`config.mk`:
```
export PLATFORM = sky130hd
export DESIGN_NAME = tick_timer
export DESIGN_NICKNAME = d
export VERILOG_FILES = /design/src/rtl/tick_timer_pkg.sv /design/src/rtl/tick_timer_dp.sv /design/src/rtl/tick_timer_ctrl.sv /design/src/rtl/tick_timer.sv
export SDC_FILE = /design/constraint.sdc
export NUM_CORES = 1
export LEC_CHECK = 0
export BUFFER_PORTS_ARGS = -buffer_cell sky130_fd_sc_hd__clkbuf_2
export CAP_MARGIN = 30
export CORE_MARGIN = 1
export CORE_UTILIZATION = 40
export DETAILED_ROUTE_END_ITERATION = 10
export PLACE_DENSITY_LB_ADDON = 0.05
export RECOVER_POWER = 100
export SLEW_MARGIN = 20
export SYNTH_ARGS = -nofsm -noshare
export SYNTH_HDL_FRONTEND = slang
export SYNTH_SLANG_ARGS = --single-unit
export TNS_END_PERCENT = 1
```
`constraint.sdc`:
```
create_clock -name clk -period 3.61 [get_ports clk]
set_clock_uncertainty 0.05 [all_clocks]
set_input_delay 0.361 -clock clk [delete_from_list [all_inputs] [get_ports clk]]
set_output_delay 0.361 -clock clk [all_outputs]
set_load 0.005 [all_outputs]
```
`src/rtl/tick_timer_pkg.sv`:
```
package tick_timer_pkg;

  // Control word field positions (software decodes these)
  localparam int RUN_BIT  = 0;
  localparam int IRQ_BIT  = 1;
  localparam int SRC_BIT  = 2;
  localparam int FLAG_BIT = 16;

  // Strobes from the control side to the counter
  typedef struct packed {
    logic clear;  // software write to the count word
    logic step;   // run bit set: advance one count
  } cntCmd_t;

endpackage

```
`src/rtl/tick_timer_dp.sv`:
```
module tick_timer_dp
  import tick_timer_pkg::*;
#(
  parameter int CNT_W = 24
) (
  input  logic             clk,
  input  logic             rstN,
  input  cntCmd_t          cmd,
  input  logic [CNT_W-1:0] reloadVal,
  output logic [CNT_W-1:0] count,
  output logic             zeroEvt
);

  localparam logic [CNT_W-1:0] ONE = CNT_W'(1);

  // Decrement that lands on zero; a clear in the same cycle suppresses it
  always_comb zeroEvt = cmd.step && !cmd.clear && (count == ONE);

  always_ff @(posedge clk) begin
    if (!rstN)          count <= '0;
    else if (cmd.clear) count <= '0;
    else if (cmd.step)  count <= (count == '0) ? reloadVal : count - ONE;
  end

  // a clear strobe zeroes the count
  a_r8_clear_zeroes: assert property (@(posedge clk) disable iff (!rstN)
    cmd.clear |=> (count == '0));

  // a step from a nonzero value decrements by one
  a_r4_step_down: assert property (@(posedge clk) disable iff (!rstN)
    (cmd.step && !cmd.clear && count != '0) |=> (count == $past(count) - ONE));

  // with a zero reload, a running zero count stays zero
  a_r10_zero_reload: assert property (@(posedge clk) disable iff (!rstN)
    (cmd.step && !cmd.clear && count == '0 && reloadVal == '0) |=> (count == '0));

  // no strobe, no change
  a_r12_hold: assert property (@(posedge clk) disable iff (!rstN)
    (!cmd.step && !cmd.clear) |=> $stable(count));

endmodule

```
`src/rtl/tick_timer_ctrl.sv`:
```
module tick_timer_ctrl
  import tick_timer_pkg::*;
#(
  parameter int              ADDR_W   = 8,
  parameter int              DATA_W   = 32,
  parameter int              CNT_W    = 24,
  parameter logic [ADDR_W-1:0] OFS_CTRL = 'h10,
  parameter logic [ADDR_W-1:0] OFS_RLD  = 'h14,
  parameter logic [ADDR_W-1:0] OFS_VAL  = 'h18
) (
  input  logic              clk,
  input  logic              rstN,
  input  logic              busValid,
  input  logic              busWrite,
  input  logic [ADDR_W-1:0] busAddr,
  input  logic [DATA_W-1:0] busWdata,
  output logic [DATA_W-1:0] busRdata,
  input  logic [CNT_W-1:0]  count,
  input  logic              zeroEvt,
  output cntCmd_t           cmd,
  output logic [CNT_W-1:0]  reloadVal,
  output logic              tickPend
);

  logic runEn, irqEn, cntFlag;
  logic wrCtrl, wrRld, wrVal, rdCtrl;
  logic unusedWdata;

  assign unusedWdata = ^busWdata[DATA_W-1:CNT_W];

  always_comb begin
    wrCtrl = busValid &&  busWrite && (busAddr == OFS_CTRL);
    wrRld  = busValid &&  busWrite && (busAddr == OFS_RLD);
    wrVal  = busValid &&  busWrite && (busAddr == OFS_VAL);
    rdCtrl = busValid && !busWrite && (busAddr == OFS_CTRL);
  end

  always_comb begin
    cmd.clear = wrVal;
    cmd.step  = runEn;
  end

  always_ff @(posedge clk) begin
    if (!rstN) begin
      runEn     <= 1'b0;
      irqEn     <= 1'b0;
      reloadVal <= '0;
    end else begin
      if (wrCtrl) begin
        runEn <= busWdata[RUN_BIT];
        irqEn <= busWdata[IRQ_BIT];
      end
      if (wrRld) reloadVal <= busWdata[CNT_W-1:0];
    end
  end

  // Sticky flag: a set event wins over a clearing read in the same cycle
  always_ff @(posedge clk) begin
    if (!rstN)                 cntFlag <= 1'b0;
    else if (zeroEvt)          cntFlag <= 1'b1;
    else if (rdCtrl || wrVal)  cntFlag <= 1'b0;
  end

  always_ff @(posedge clk) begin
    if (!rstN) tickPend <= 1'b0;
    else       tickPend <= zeroEvt && irqEn;
  end

  always_comb begin
    busRdata = '0;
    case (busAddr)
      OFS_CTRL: begin
        busRdata[RUN_BIT]  = runEn;
        busRdata[IRQ_BIT]  = irqEn;
        busRdata[SRC_BIT]  = 1'b1;
        busRdata[FLAG_BIT] = cntFlag;
      end
      OFS_RLD: busRdata[CNT_W-1:0] = reloadVal;
      OFS_VAL: busRdata[CNT_W-1:0] = count;
      default: ;
    endcase
  end

  // a zero transition leaves the flag set afterwards
  a_r6_flag_sets: assert property (@(posedge clk) disable iff (!rstN)
    zeroEvt |=> cntFlag);

  // a count-word write clears the flag
  a_r8_write_clears_flag: assert property (@(posedge clk) disable iff (!rstN)
    wrVal |=> !cntFlag);

  // a pend always accompanies a set flag
  a_r9_pend_has_flag: assert property (@(posedge clk) disable iff (!rstN)
    tickPend |-> cntFlag);

  // masked interrupts never pend
  a_r9_masked_no_pend: assert property (@(posedge clk) disable iff (!rstN)
    !irqEn |=> !tickPend);

  // the pend is a single-cycle pulse
  a_r9_single_pulse: assert property (@(posedge clk) disable iff (!rstN)
    tickPend |=> !tickPend);

endmodule

```
`src/rtl/tick_timer.sv`:
```
module tick_timer
  import tick_timer_pkg::*;
#(
  parameter int                ADDR_W   = 8,
  parameter int                DATA_W   = 32,
  parameter int                CNT_W    = 24,
  parameter logic [ADDR_W-1:0] OFS_CTRL = 'h10,
  parameter logic [ADDR_W-1:0] OFS_RLD  = 'h14,
  parameter logic [ADDR_W-1:0] OFS_VAL  = 'h18
) (
  input  logic              clk,
  input  logic              rstN,
  input  logic              busValid,
  input  logic              busWrite,
  input  logic [ADDR_W-1:0] busAddr,
  input  logic [DATA_W-1:0] busWdata,
  output logic [DATA_W-1:0] busRdata,
  output logic              tickPend
);

  cntCmd_t          cmd;
  logic [CNT_W-1:0] reloadVal;
  logic [CNT_W-1:0] count;
  logic             zeroEvt;

  tick_timer_ctrl #(
    .ADDR_W(ADDR_W), .DATA_W(DATA_W), .CNT_W(CNT_W),
    .OFS_CTRL(OFS_CTRL), .OFS_RLD(OFS_RLD), .OFS_VAL(OFS_VAL)
  ) ctrl_i (
    .clk(clk), .rstN(rstN),
    .busValid(busValid), .busWrite(busWrite), .busAddr(busAddr),
    .busWdata(busWdata), .busRdata(busRdata),
    .count(count), .zeroEvt(zeroEvt),
    .cmd(cmd), .reloadVal(reloadVal), .tickPend(tickPend)
  );

  tick_timer_dp #(.CNT_W(CNT_W)) dp_i (
    .clk(clk), .rstN(rstN), .cmd(cmd), .reloadVal(reloadVal),
    .count(count), .zeroEvt(zeroEvt)
  );

endmodule

```
==> results.yml, run 1 <==
outcome:
  run_status: "finished clean"
synthesis:
  ys_seq_elements: 52
  synth-async-reset-ratio_pct: 0
  number_of_distinct_library_cells_after_synthesis: 52
  ys.warnings.count: 0
  synth_top_family_by_area: "simple AND/OR/NAND/NOR gates"
  synth_simple_gate_area_share_pct: 26.2
  synth.top_cell.area_share_pct: 35.0
  synth_top_area_cell: "sky130_fd_sc_hd__dfxtp_1"
  synth_top_cells_by_count: "sky130_fd_sc_hd__nand2_1 (69), sky130_fd_sc_hd__dfxtp_1 (52), sky130_fd_sc_hd__a21oi_1 (47), sky130_fd_sc_hd__nor2_1 (27)"
  synth_cells: 393
  synthTopCellsByArea: "sky130_fd_sc_hd__dfxtp_1 (35%), sky130_fd_sc_hd__nand2_1 (8.7%), sky130_fd_sc_hd__a21oi_1 (7.9%)"
  synth.most_common_cell: "sky130_fd_sc_hd__nand2_1"
  syn-cell-area_um2: 2980
  ys_seq_area_share_pct: 35.0
  synth-compound-area-share_pct: 26.1
  number_of_enable_flip_flop_cells_after_synthesis: 0
  ys_dominant_reg_cell: "sky130_fd_sc_hd__dfxtp_1"
  syn_area_per_cell_um2: 7.58
  xor_and_xnor_area_share_after_synthesis_pct: 0
  synth_mux_area_share_pct: 4.41
  synth-adder-area-share_pct: 1.26
clocking:
  cts_max_level: 2
  ctsLongestPathBuffers: 2
  post_cts_hold_buffer_count: 0
  clk_root_buffer_cell: "sky130_fd_sc_hd__clkbuf_8"
  cts.reportedPaths.clkPinSlew_ns: 0.09
  cts_made_buffers: 5
  cts_tree: "built"
  buffers_inserted_by_post_cts_timing_repair: 0
  resized_after_cts: 0
  clock_sink_count: 52
  clock_latency_ns: 0.30
sta:
  timing.final.ws_setup_ns: 0.654
  timing.final.max_slew_violations: 0
  final-hold-violation-count: 0
  worst_pin_slew_ns: 1.34
  timing.slew.headroom_pct: 9.99
  fin_tns_setup_ns: 0
  clock.fmax_mhz: 338
  setup_violations: 0
  unrepaired_setup_endpoints_after_global_routing: "no"
  period_needed_ns: 2.96
  timing.final.crit_share_pct: 81.9
floorplan:
  floorplan.initialDensity_pct: 41.3
  die_area_um2: 7790
  placement_rows: 31
  die_width_um: 88.3
  die_h_um: 88.3
  core_area_um2: 7210
  io_pins: 77
detailed_routing:
  antenna_left: 0
  firstDrtPassIters: 5
  avgViaCountPerCell: 5.58
  wirelength_um: 8680
  vias: 3048
  route.detailed.wl_per_inst_um: 15.9
  drc: 0
  drt_iter0_markers: 202
critical_path:
  cp-start-kind: "primary input"
  cp.buffers_inverters: 3
  required_ns: 3.20
  critical-path-max-stage-delay_ns: 0.86
  worst_path_class_setup: "primary input to output pin"
  worst_path_max_delay_cell: "sky130_fd_sc_hd__clkbuf_1"
  critical_path.top_delay_family: "buffers and inverters"
  path_cells: "clkbuf_2 -> or4b_1 -> nor4_1 -> clkbuf_1 -> a22o_1 -> clkbuf_1"
  timing.reg2reg.worst_path_depth: 5
  cp_num_cells: 6
  critical_path_peak_fanout: 21
  cp-end-kind: "output pin"
  arrival_ns: 2.55
  critical_path.most_common_cell: "sky130_fd_sc_hd__clkbuf_1"
pwr:
  power_report.internal_total_w: 0.000751
  cell_area_power_density_nw_per_um2: 284
  power_frac_clock_pct: 35.6
  netSwitchingPower_w: 0.000218
  share_seq_of_total_power_pct: 59.2
  max-vdd-ir-drop_uv: 164
  leakage_nw: 1.28
  power_frac_comb_pct: 5.2
  power.switching_fraction_pct: 22.5
cells_and_area:
  final.fill_count: 788
  drive_gt1_share_pct: 14.5
  area_added_between_synthesis_and_finish_pct: 14.5
  final_cell_area_um2: 3410
  final_net_count: 493
  num_antenna_cells: 0
hold_path:
  min_path_type: "primary input to flop"
  min_path_cells: 3
placement:
  pre_cts_slack_ns: 0.974
  number_of_port_buffers: 60
  post_dp_cell_area_um2: 3370
  routability_driven_placement_congestion_ratio: 0.845
  post-dp-hpwl_um: 5820
global_route:
  grt_start_max_net_pins: 28
  grt_pass1_wl_um: 14400
  antenna_found_initial: 0
  track_usage_pct: 23.8
  first_global_vias: 2877
  global_route.overflow_total: 0
flow_run:
  max_cap_violation_count: 0
area by class of cell:
type | count | area, µm² | area share (%)
clock buffer | 8 | 90.1 | 2.64
tap | 99 | 124 | 3.63
sequential | 52 | 1040 | 30.5
timing repair buffer | 73 | 365 | 10.7
multi-input combinational | 303 | 1750 | 51.2
inverter | 11 | 41.3 | 1.21
power groups by stage:
stage          clock network, W  registers (W)   logic, W
2_1_floorplan                 0       0.000587  0.0000283
3_3_place_gp                  0       0.000587  0.0000501
3_5_place_dp                  0       0.000587  0.0000506
4_1_cts                0.000358       0.000574  0.0000508
5_1_grt                0.000382       0.000574  0.0000559
6_report               0.000345       0.000574  0.0000503
registers in the layout, indices dropped and copies added (netlist names):
register / flops
ctrl_i.irqEn: 1
ctrl_i.runEn: 1
ctrl_i.reloadVal: 24
ctrl_i.cntFlag: 1
ctrl_i.tickPend: 1
dp_i.count: 24
stage by stage:
stage / total power [W] / hold WS [ns] / instances / util, %
3_5_place_dp: 0.000638 / 0.414 / 538 / 46.7
5_1_grt: 0.00101 / 0.207 / 546 / 47.2
3_3_place_gp: 0.000637 / 0.411 / 538 / 46.7
2_1_floorplan: 0.000615 / 0.378 / 400 / -
6_report: 0.000969 / 0.219 / 546 / 47.2
4_1_cts: 0.000983 / 0.213 / 546 / 48.0
metal layers:
layer	GRT usage, %	share of wire, %	wire length [µm]
met5	0	0	0
met3	3.36	4.1	355
met1	33.2	48	4190
met2	38.4	47	4070
met4	6.60	0.69	60
cell usage in the layout, fill, tap and decap left out, drive strengths merged, types with 6 or more instances in the layout:
master and count:
or3 9, nand2 69, mux2i 12, a21oi 48
conb 8, nand3 9, nor4 7, inv 10
o22ai 14, a22o 20, dfxtp 52, a31oi 6
o21ai 9, buf 10, clkbuf 71, nor2 27
nor3 11
tightest hold or removal path: stages:
cell                       delay [ns]
sky130_fd_sc_hd__clkbuf_2        0.08
sky130_fd_sc_hd__nand2_1         0.04
sky130_fd_sc_hd__a21oi_1         0.05
kinds of logic (layout without fill, tap and decap cells):
| family | count (synthesis) | count (layout) |
|---|---|---|
| other | 1 | 8 |
| AO/OA/AOI/OAI | 120 | 120 |
| flip-flops | 52 | 52 |
| buffers and inverters | 45 | 92 |
| AND/OR/NAND/NOR | 159 | 159 |
| adder cells (fa/ha/maj) | 3 | 3 |
| multiplexers | 13 | 13 |
path summary, 6_finish.rpt:
check / from / end / slack [ns]
min: busWdata[12] / ctrl_i.reloadVal[12]$_SDFFE_PN0P_ / 0.22
min reg2reg: ctrl_i.reloadVal[15]$_SDFFE_PN0P_ / ctrl_i.reloadVal[15]$_SDFFE_PN0P_ / 0.42
max: busAddr[1] / busRdata[23] / 0.65
max reg2reg: dp_i.count[18]$_SDFFE_PP0P_ / dp_i.count[18]$_SDFFE_PP0P_ / 0.70
(Power assumes the default switching activity.)
==> run 2, diff against run 1 <==
clock period = 2.66 ns   (was 3.61 ns; I/O delays follow)
==> results.yml, run 2 (synthesis results as in run 1) <==
outcome:
  run_status: "finished clean"
clocking:
  clock_latency_ns: 0.31
  cts_max_level: 2
  clock_sink_count: 52
  resized_after_cts: 0
  clk_root_buffer_cell: "sky130_fd_sc_hd__clkbuf_8"
  cts.reportedPaths.clkPinSlew_ns: 0.10
  cts_made_buffers: 5
  post_cts_hold_buffer_count: 0
  buffers_inserted_by_post_cts_timing_repair: 0
  ctsLongestPathBuffers: 2
  cts_tree: "built"
sta:
  clock.fmax_mhz: 413
  worst_pin_slew_ns: 0.798
  timing.slew.headroom_pct: 46.6
  fin_tns_setup_ns: 0
  period_needed_ns: 2.42
  unrepaired_setup_endpoints_after_global_routing: "no"
  timing.final.ws_setup_ns: 0.239
  timing.final.max_slew_violations: 0
  timing.final.crit_share_pct: 91.0
  final-hold-violation-count: 0
  setup_violations: 0
pwr:
  leakage_nw: 1.34
  share_seq_of_total_power_pct: 58.8
  power.switching_fraction_pct: 23.3
  max-vdd-ir-drop_uv: 180
  power_frac_clock_pct: 36.0
  power_report.internal_total_w: 0.00102
  netSwitchingPower_w: 0.000308
  cell_area_power_density_nw_per_um2: 378
  power_frac_comb_pct: 5.2
  fin_total_pwr_w: 0.00132
critical_path:
  cp-start-kind: "flop"
  cp-end-kind: "flop"
  required_ns: 2.79
  critical_path_peak_fanout: 8
  worst_path_class_setup: "flop to flop"
  arrival_ns: 2.55
cells_and_area:
  final.fill_count: 774
  area_added_between_synthesis_and_finish_pct: 17.7
  multiInputGateArea_um2: 1750
  final_cell_mix: "sky130_fd_sc_hd__nand2_1 (69), sky130_fd_sc_hd__dfxtp_1 (52), sky130_fd_sc_hd__a21oi_1 (47)"
  drive_gt1_share_pct: 17.0
  utilization_pct: 48.6
  layout_commonest_cell: "sky130_fd_sc_hd__nand2_1"
  num_antenna_cells: 0
  final_net_count: 506
  layout_top_registers: "ctrl_i.reloadVal: 24 flops, dp_i.count: 24 flops"
  final-seq-area_um2: 1040
floorplan:
  die_h_um: 88.3
  die_area_um2: 7790
  core_area_um2: 7210
  floorplan.initialDensity_pct: 41.3
  io_pins: 77
  placement_rows: 31
  die_width_um: 88.3
hold_path:
  min_path_type: "primary input to flop"
global_route:
  track_usage_pct: 23.2
  global_route.overflow_total: 0
  antenna_found_initial: 0
  grt_start_max_net_pins: 27
  first_global_vias: 2754
  grt_pass1_wl_um: 13900
detailed_routing:
  drt_iter0_markers: 181
  avgViaCountPerCell: 5.53
  firstDrtPassIters: 8
  drc: 0
  antenna_left: 0
  vias: 3091
  route.detailed.wl_per_inst_um: 15.6
  wirelength_um: 8740
placement:
  routability_driven_placement_congestion_ratio: 0.865
  post-dp-hpwl_um: 6220
  number_of_port_buffers: 60
  pre_cts_slack_ns: 0.253
flow_run:
  max_cap_violation_count: 0
-- run 2: changes by cell type in the layout (fill, tap and decap cells not counted) --
cell / previous run / this run
sky130_fd_sc_hd__buf_4: 9 / 20
sky130_fd_sc_hd__clkbuf_1: 19 / 21
sky130_fd_sc_hd__clkinv_2: 0 / 2
sky130_fd_sc_hd__buf_1: 1 / 0
sky130_fd_sc_hd__clkbuf_2: 46 / 45
sky130_fd_sc_hd__nor3_1: 11 / 10
sky130_fd_sc_hd__nor3_2: 0 / 1
sky130_fd_sc_hd__o21ai_0: 7 / 6
sky130_fd_sc_hd__o21ai_1: 2 / 3
-- run 2: final cells by class --
cell class | instances | share of cell area, %
Tap cell | 99 | 3.53
Clock buffer | 6 | 2.36
Inverter | 11 | 1.18
Multi-Input combinational cell | 303 | 50.0
Sequential cell | 52 | 29.7
Clock inverter | 2 | 0.286
Timing Repair Buffer | 86 | 13.0
-- run 2: worst paths after layout --
check | depth (start not counted) | slack [ns] | to | startpoint
setup / recovery | 5 | 0.24 | dp_i.count[13]$_SDFFE_PP0P_ | dp_i.count[18]$_SDFFE_PP0P_
hold / removal | 3 | 0.11 | ctrl_i.reloadVal[4]$_SDFFE_PN0P_ | busWdata[4]
setup reg to reg | 5 | 0.24 | dp_i.count[13]$_SDFFE_PP0P_ | dp_i.count[18]$_SDFFE_PP0P_
hold reg to reg | 2 | 0.43 | ctrl_i.reloadVal[19]$_SDFFE_PN0P_ | ctrl_i.reloadVal[19]$_SDFFE_PN0P_
-- run 2: per-layer routing --
layer	share of wire, %	GRT usage [%]	vias to the layer above
met5	0	0	-
met4	0.85	6.45	0
met3	6.2	4.57	6
met2	45	37.1	100
met1	48	31.8	1437
li1	-	-	1548
-- run 2: power by group through the flow --
stage | clock network (W) | registers [W] | logic (W)
floorplan | 0 | 0.000797 | 0.0000384
global placement | 0 | 0.000797 | 0.0000687
detailed placement | 0 | 0.000797 | 0.0000700
global route | 0.000525 | 0.000779 | 0.0000767
CTS | 0.000497 | 0.000779 | 0.0000704
finish | 0.000476 | 0.000778 | 0.0000692
-- run 2: critical path, cell delays in order (launching register included) --
cell and delay, ns:
sky130_fd_sc_hd__dfxtp_1 0.39, sky130_fd_sc_hd__or3_1 0.43, sky130_fd_sc_hd__or4_1 0.51, sky130_fd_sc_hd__or4_1 0.61, sky130_fd_sc_hd__mux2i_1 0.21, sky130_fd_sc_hd__o22ai_1 0.10
-- run 2: through the flow --
stage	cells	instance area (µm²)	hold slack (ns)
6_report	559	3500	0.113
3_3_place_gp	551	3470	0.410
2_1_floorplan	400	3000	0.352
5_1_grt	559	3500	0.104
4_1_cts	559	3560	0.104
3_5_place_dp	551	3470	0.417
==> run 3, diff against run 2 <==
ABC_AREA = 1   (was not set)
==> results.yml, run 3 <==
outcome:
  run_status: "finished clean"
synthesis:
  synth.top_cell.area_share_pct: 31.6
  synth_top_area_cell: "sky130_fd_sc_hd__dfxtp_1"
  synth-async-reset-ratio_pct: 0
  ys.warnings.count: 0
  number_of_distinct_library_cells_after_synthesis: 31
  syn-cell-area_um2: 3300
  ys_seq_elements: 52
  synthTopCellsByArea: "sky130_fd_sc_hd__dfxtp_1 (32%), sky130_fd_sc_hd__nand2_1 (12%), sky130_fd_sc_hd__nor2_1 (8.4%)"
  synth_cells: 508
  synth_top_cells_by_count: "sky130_fd_sc_hd__nand2_1 (101), sky130_fd_sc_hd__nor2_1 (74), sky130_fd_sc_hd__inv_1 (61), sky130_fd_sc_hd__dfxtp_1 (52), sky130_fd_sc_hd__a21oi_1 (46)"
  synth.most_common_cell: "sky130_fd_sc_hd__nand2_1"
  syn_area_per_cell_um2: 6.49
  ys_dominant_reg_cell: "sky130_fd_sc_hd__dfxtp_1"
  number_of_enable_flip_flop_cells_after_synthesis: 0
  ys_seq_area_share_pct: 31.6
detailed_routing:
  firstDrtPassIters: 4
  drt_iter0_markers: 112
  antenna_left: 0
  drc: 0
  route.detailed.wl_per_inst_um: 13.4
  vias: 3321
  avgViaCountPerCell: 5.03
  wirelength_um: 8820
clocking:
  cts_made_buffers: 5
  clock_sink_count: 52
  resized_after_cts: 0
  cts.reportedPaths.clkPinSlew_ns: 0.10
  post_cts_hold_buffer_count: 0
  ctsLongestPathBuffers: 2
  buffers_inserted_by_post_cts_timing_repair: 0
  cts_max_level: 2
  clk_root_buffer_cell: "sky130_fd_sc_hd__clkbuf_8"
  cts_tree: "built"
  clock_latency_ns: 0.31
hold_path:
  min_path_type: "primary input to flop"
critical_path:
  required_ns: 2.34
  cp_num_cells: 9
  critical_path_peak_fanout: 15
  cp-end-kind: "output pin"
  cp-start-kind: "primary input"
  worst_reg2reg_setup_slack_ns: 0.61
  crit-reg2reg-launch: "dp_i.count[6]$_SDFFE_PP0P_"
  arrival_ns: 1.83
  cp.buffers_inverters: 5
  worstReg2RegEnd: "dp_i.count[23]$_SDFFE_PP0P_"
  timing.reg2reg.worst_path_depth: 9
  worst_path_class_setup: "primary input to output pin"
  critPathLaunch: "busAddr[4]"
  critical-path-max-stage-delay_ns: 0.38
  critical_path.most_common_cell: "sky130_fd_sc_hd__clkbuf_2"
  path_cells: "clkbuf_2 -> inv_1 -> nor2_1 -> nand2_1 -> inv_1 -> nand4_2 -> clkbuf_2 -> o21ai_0 -> clkbuf_2"
  worst_path_max_delay_cell: "sky130_fd_sc_hd__clkbuf_2"
  critical_path.top_delay_family: "buffers and inverters"
  endpoint: "busRdata[2]"
cells_and_area:
  drive_gt1_share_pct: 18.5
  layout_commonest_cell: "sky130_fd_sc_hd__nand2_1"
  utilization_pct: 47.1
  final_cell_mix: "sky130_fd_sc_hd__nand2_1 (101), sky130_fd_sc_hd__nor2_1 (75), sky130_fd_sc_hd__inv_1 (62)"
  num_antenna_cells: 0
  area_added_between_synthesis_and_finish_pct: 12.2
  layout_top_registers: "ctrl_i.reloadVal: 24 flops, dp_i.count: 24 flops"
  final_net_count: 604
sta:
  setup_violations: 0
  timing.final.max_slew_violations: 0
  timing.slew.headroom_pct: 25.1
  worst_pin_slew_ns: 1.12
  fin_tns_setup_ns: 0
  timing.final.crit_share_pct: 80.6
  unrepaired_setup_endpoints_after_global_routing: "no"
  fin_worst_hold_slack_ns: 0.175
  period_needed_ns: 2.14
  final-hold-violation-count: 0
  clock.fmax_mhz: 467
floorplan:
  die_area_um2: 8610
  die_width_um: 92.8
  core_area_um2: 7850
  floorplan.initialDensity_pct: 42.0
  placement_rows: 32
  io_pins: 77
  die_h_um: 92.8
pwr:
  leakage_nw: 1.52
  max-vdd-ir-drop_uv: 233
  cell_area_power_density_nw_per_um2: 380
global_route:
  global_route.overflow_total: 0
  track_usage_pct: 21.8
  first_global_vias: 3302
  antenna_found_initial: 0
  grt_start_max_net_pins: 46
  grt_pass1_wl_um: 15100
placement:
  number_of_port_buffers: 60
  post-dp-hpwl_um: 6320
  routability_driven_placement_congestion_ratio: 0.816
flow_run:
  max_cap_violation_count: 0
run 3: tightest hold or removal path, cell delays in order:
cell and delay (ns):
sky130_fd_sc_hd__clkbuf_2 0.07, sky130_fd_sc_hd__o21ai_0 0.07, sky130_fd_sc_hd__a21oi_1 0.10
run 3: cell families (layout without fill, tap and decap cells):
family / after synthesis / in the layout / synth area share [%]
AND/OR/NAND/NOR: 245 / 245 / 35.0
AO/OA/AOI/OAI: 111 / 111 / 19.2
buffers and inverters: 96 / 139 / 12.9
flip-flops: 52 / 52 / 31.6
adder cells (fa/ha/maj): 3 / 3 / 1.14
other: 1 / 8 / 0.114
run 3: final cells by class:
class                           count  area [µm²]
Clock buffer                        6        72.6
Clock inverter                      2        35.0
Fill cell                         887        4150
Inverter                           64         240
Multi-Input combinational cell    367        1840
Sequential cell                    52        1040
Tap cell                          102         128
Timing Repair Buffer               67         344
run 3: report_power, final:
group	switching (W)	internal, W	total (W)
registers	0.000000309	0.000778	0.000779
logic	0.0000384	0.0000264	0.0000648
clock network	0.000282	0.000280	0.000563
run 3: metal layers:
metal | vias to the layer above | wire length, µm | track usage, %
met5 | - | 0 | 0
met4 | 0 | 36 | 4.62
met3 | 2 | 196 | 3.20
met2 | 44 | 4510 | 38.8
met1 | 1535 | 4090 | 27.7
li1 | 1740 | - | -
run 3: stage by stage:
step	instances	instance area (µm²)	setup slack (ns)	total power [W]
after floorplan	515	3320	1.12	0.000838
after global placement	652	3630	0.655	0.000864
after detailed placement	652	3630	0.642	0.000865
after CTS	660	3740	0.638	0.00142
after global routing	660	3700	0.331	0.00146
final	660	3700	0.517	0.00141
run 3: how the worst min path moves through the flow:
| stage | startpoint | to | slack (ns) | cells after the start |
|---|---|---|---|---|
| 3_3_place_gp | ctrl_i.cntFlag$_SDFFE_PN0P_ | ctrl_i.cntFlag$_SDFFE_PN0P_ | 0.40 | 2 |
| 3_5_place_dp | ctrl_i.cntFlag$_SDFFE_PN0P_ | ctrl_i.cntFlag$_SDFFE_PN0P_ | 0.40 | 2 |
| 5_1_grt | busWdata[10] | ctrl_i.reloadVal[10]$_SDFFE_PN0P_ | 0.19 | 3 |
| 4_1_cts | busWdata[6] | ctrl_i.reloadVal[6]$_SDFFE_PN0P_ | 0.17 | 3 |
| 6_report | busWdata[6] | ctrl_i.reloadVal[6]$_SDFFE_PN0P_ | 0.18 | 3 |
| 2_1_floorplan | ctrl_i.reloadVal[2]$_SDFFE_PN0P_ | ctrl_i.reloadVal[2]$_SDFFE_PN0P_ | 0.39 | 2 |
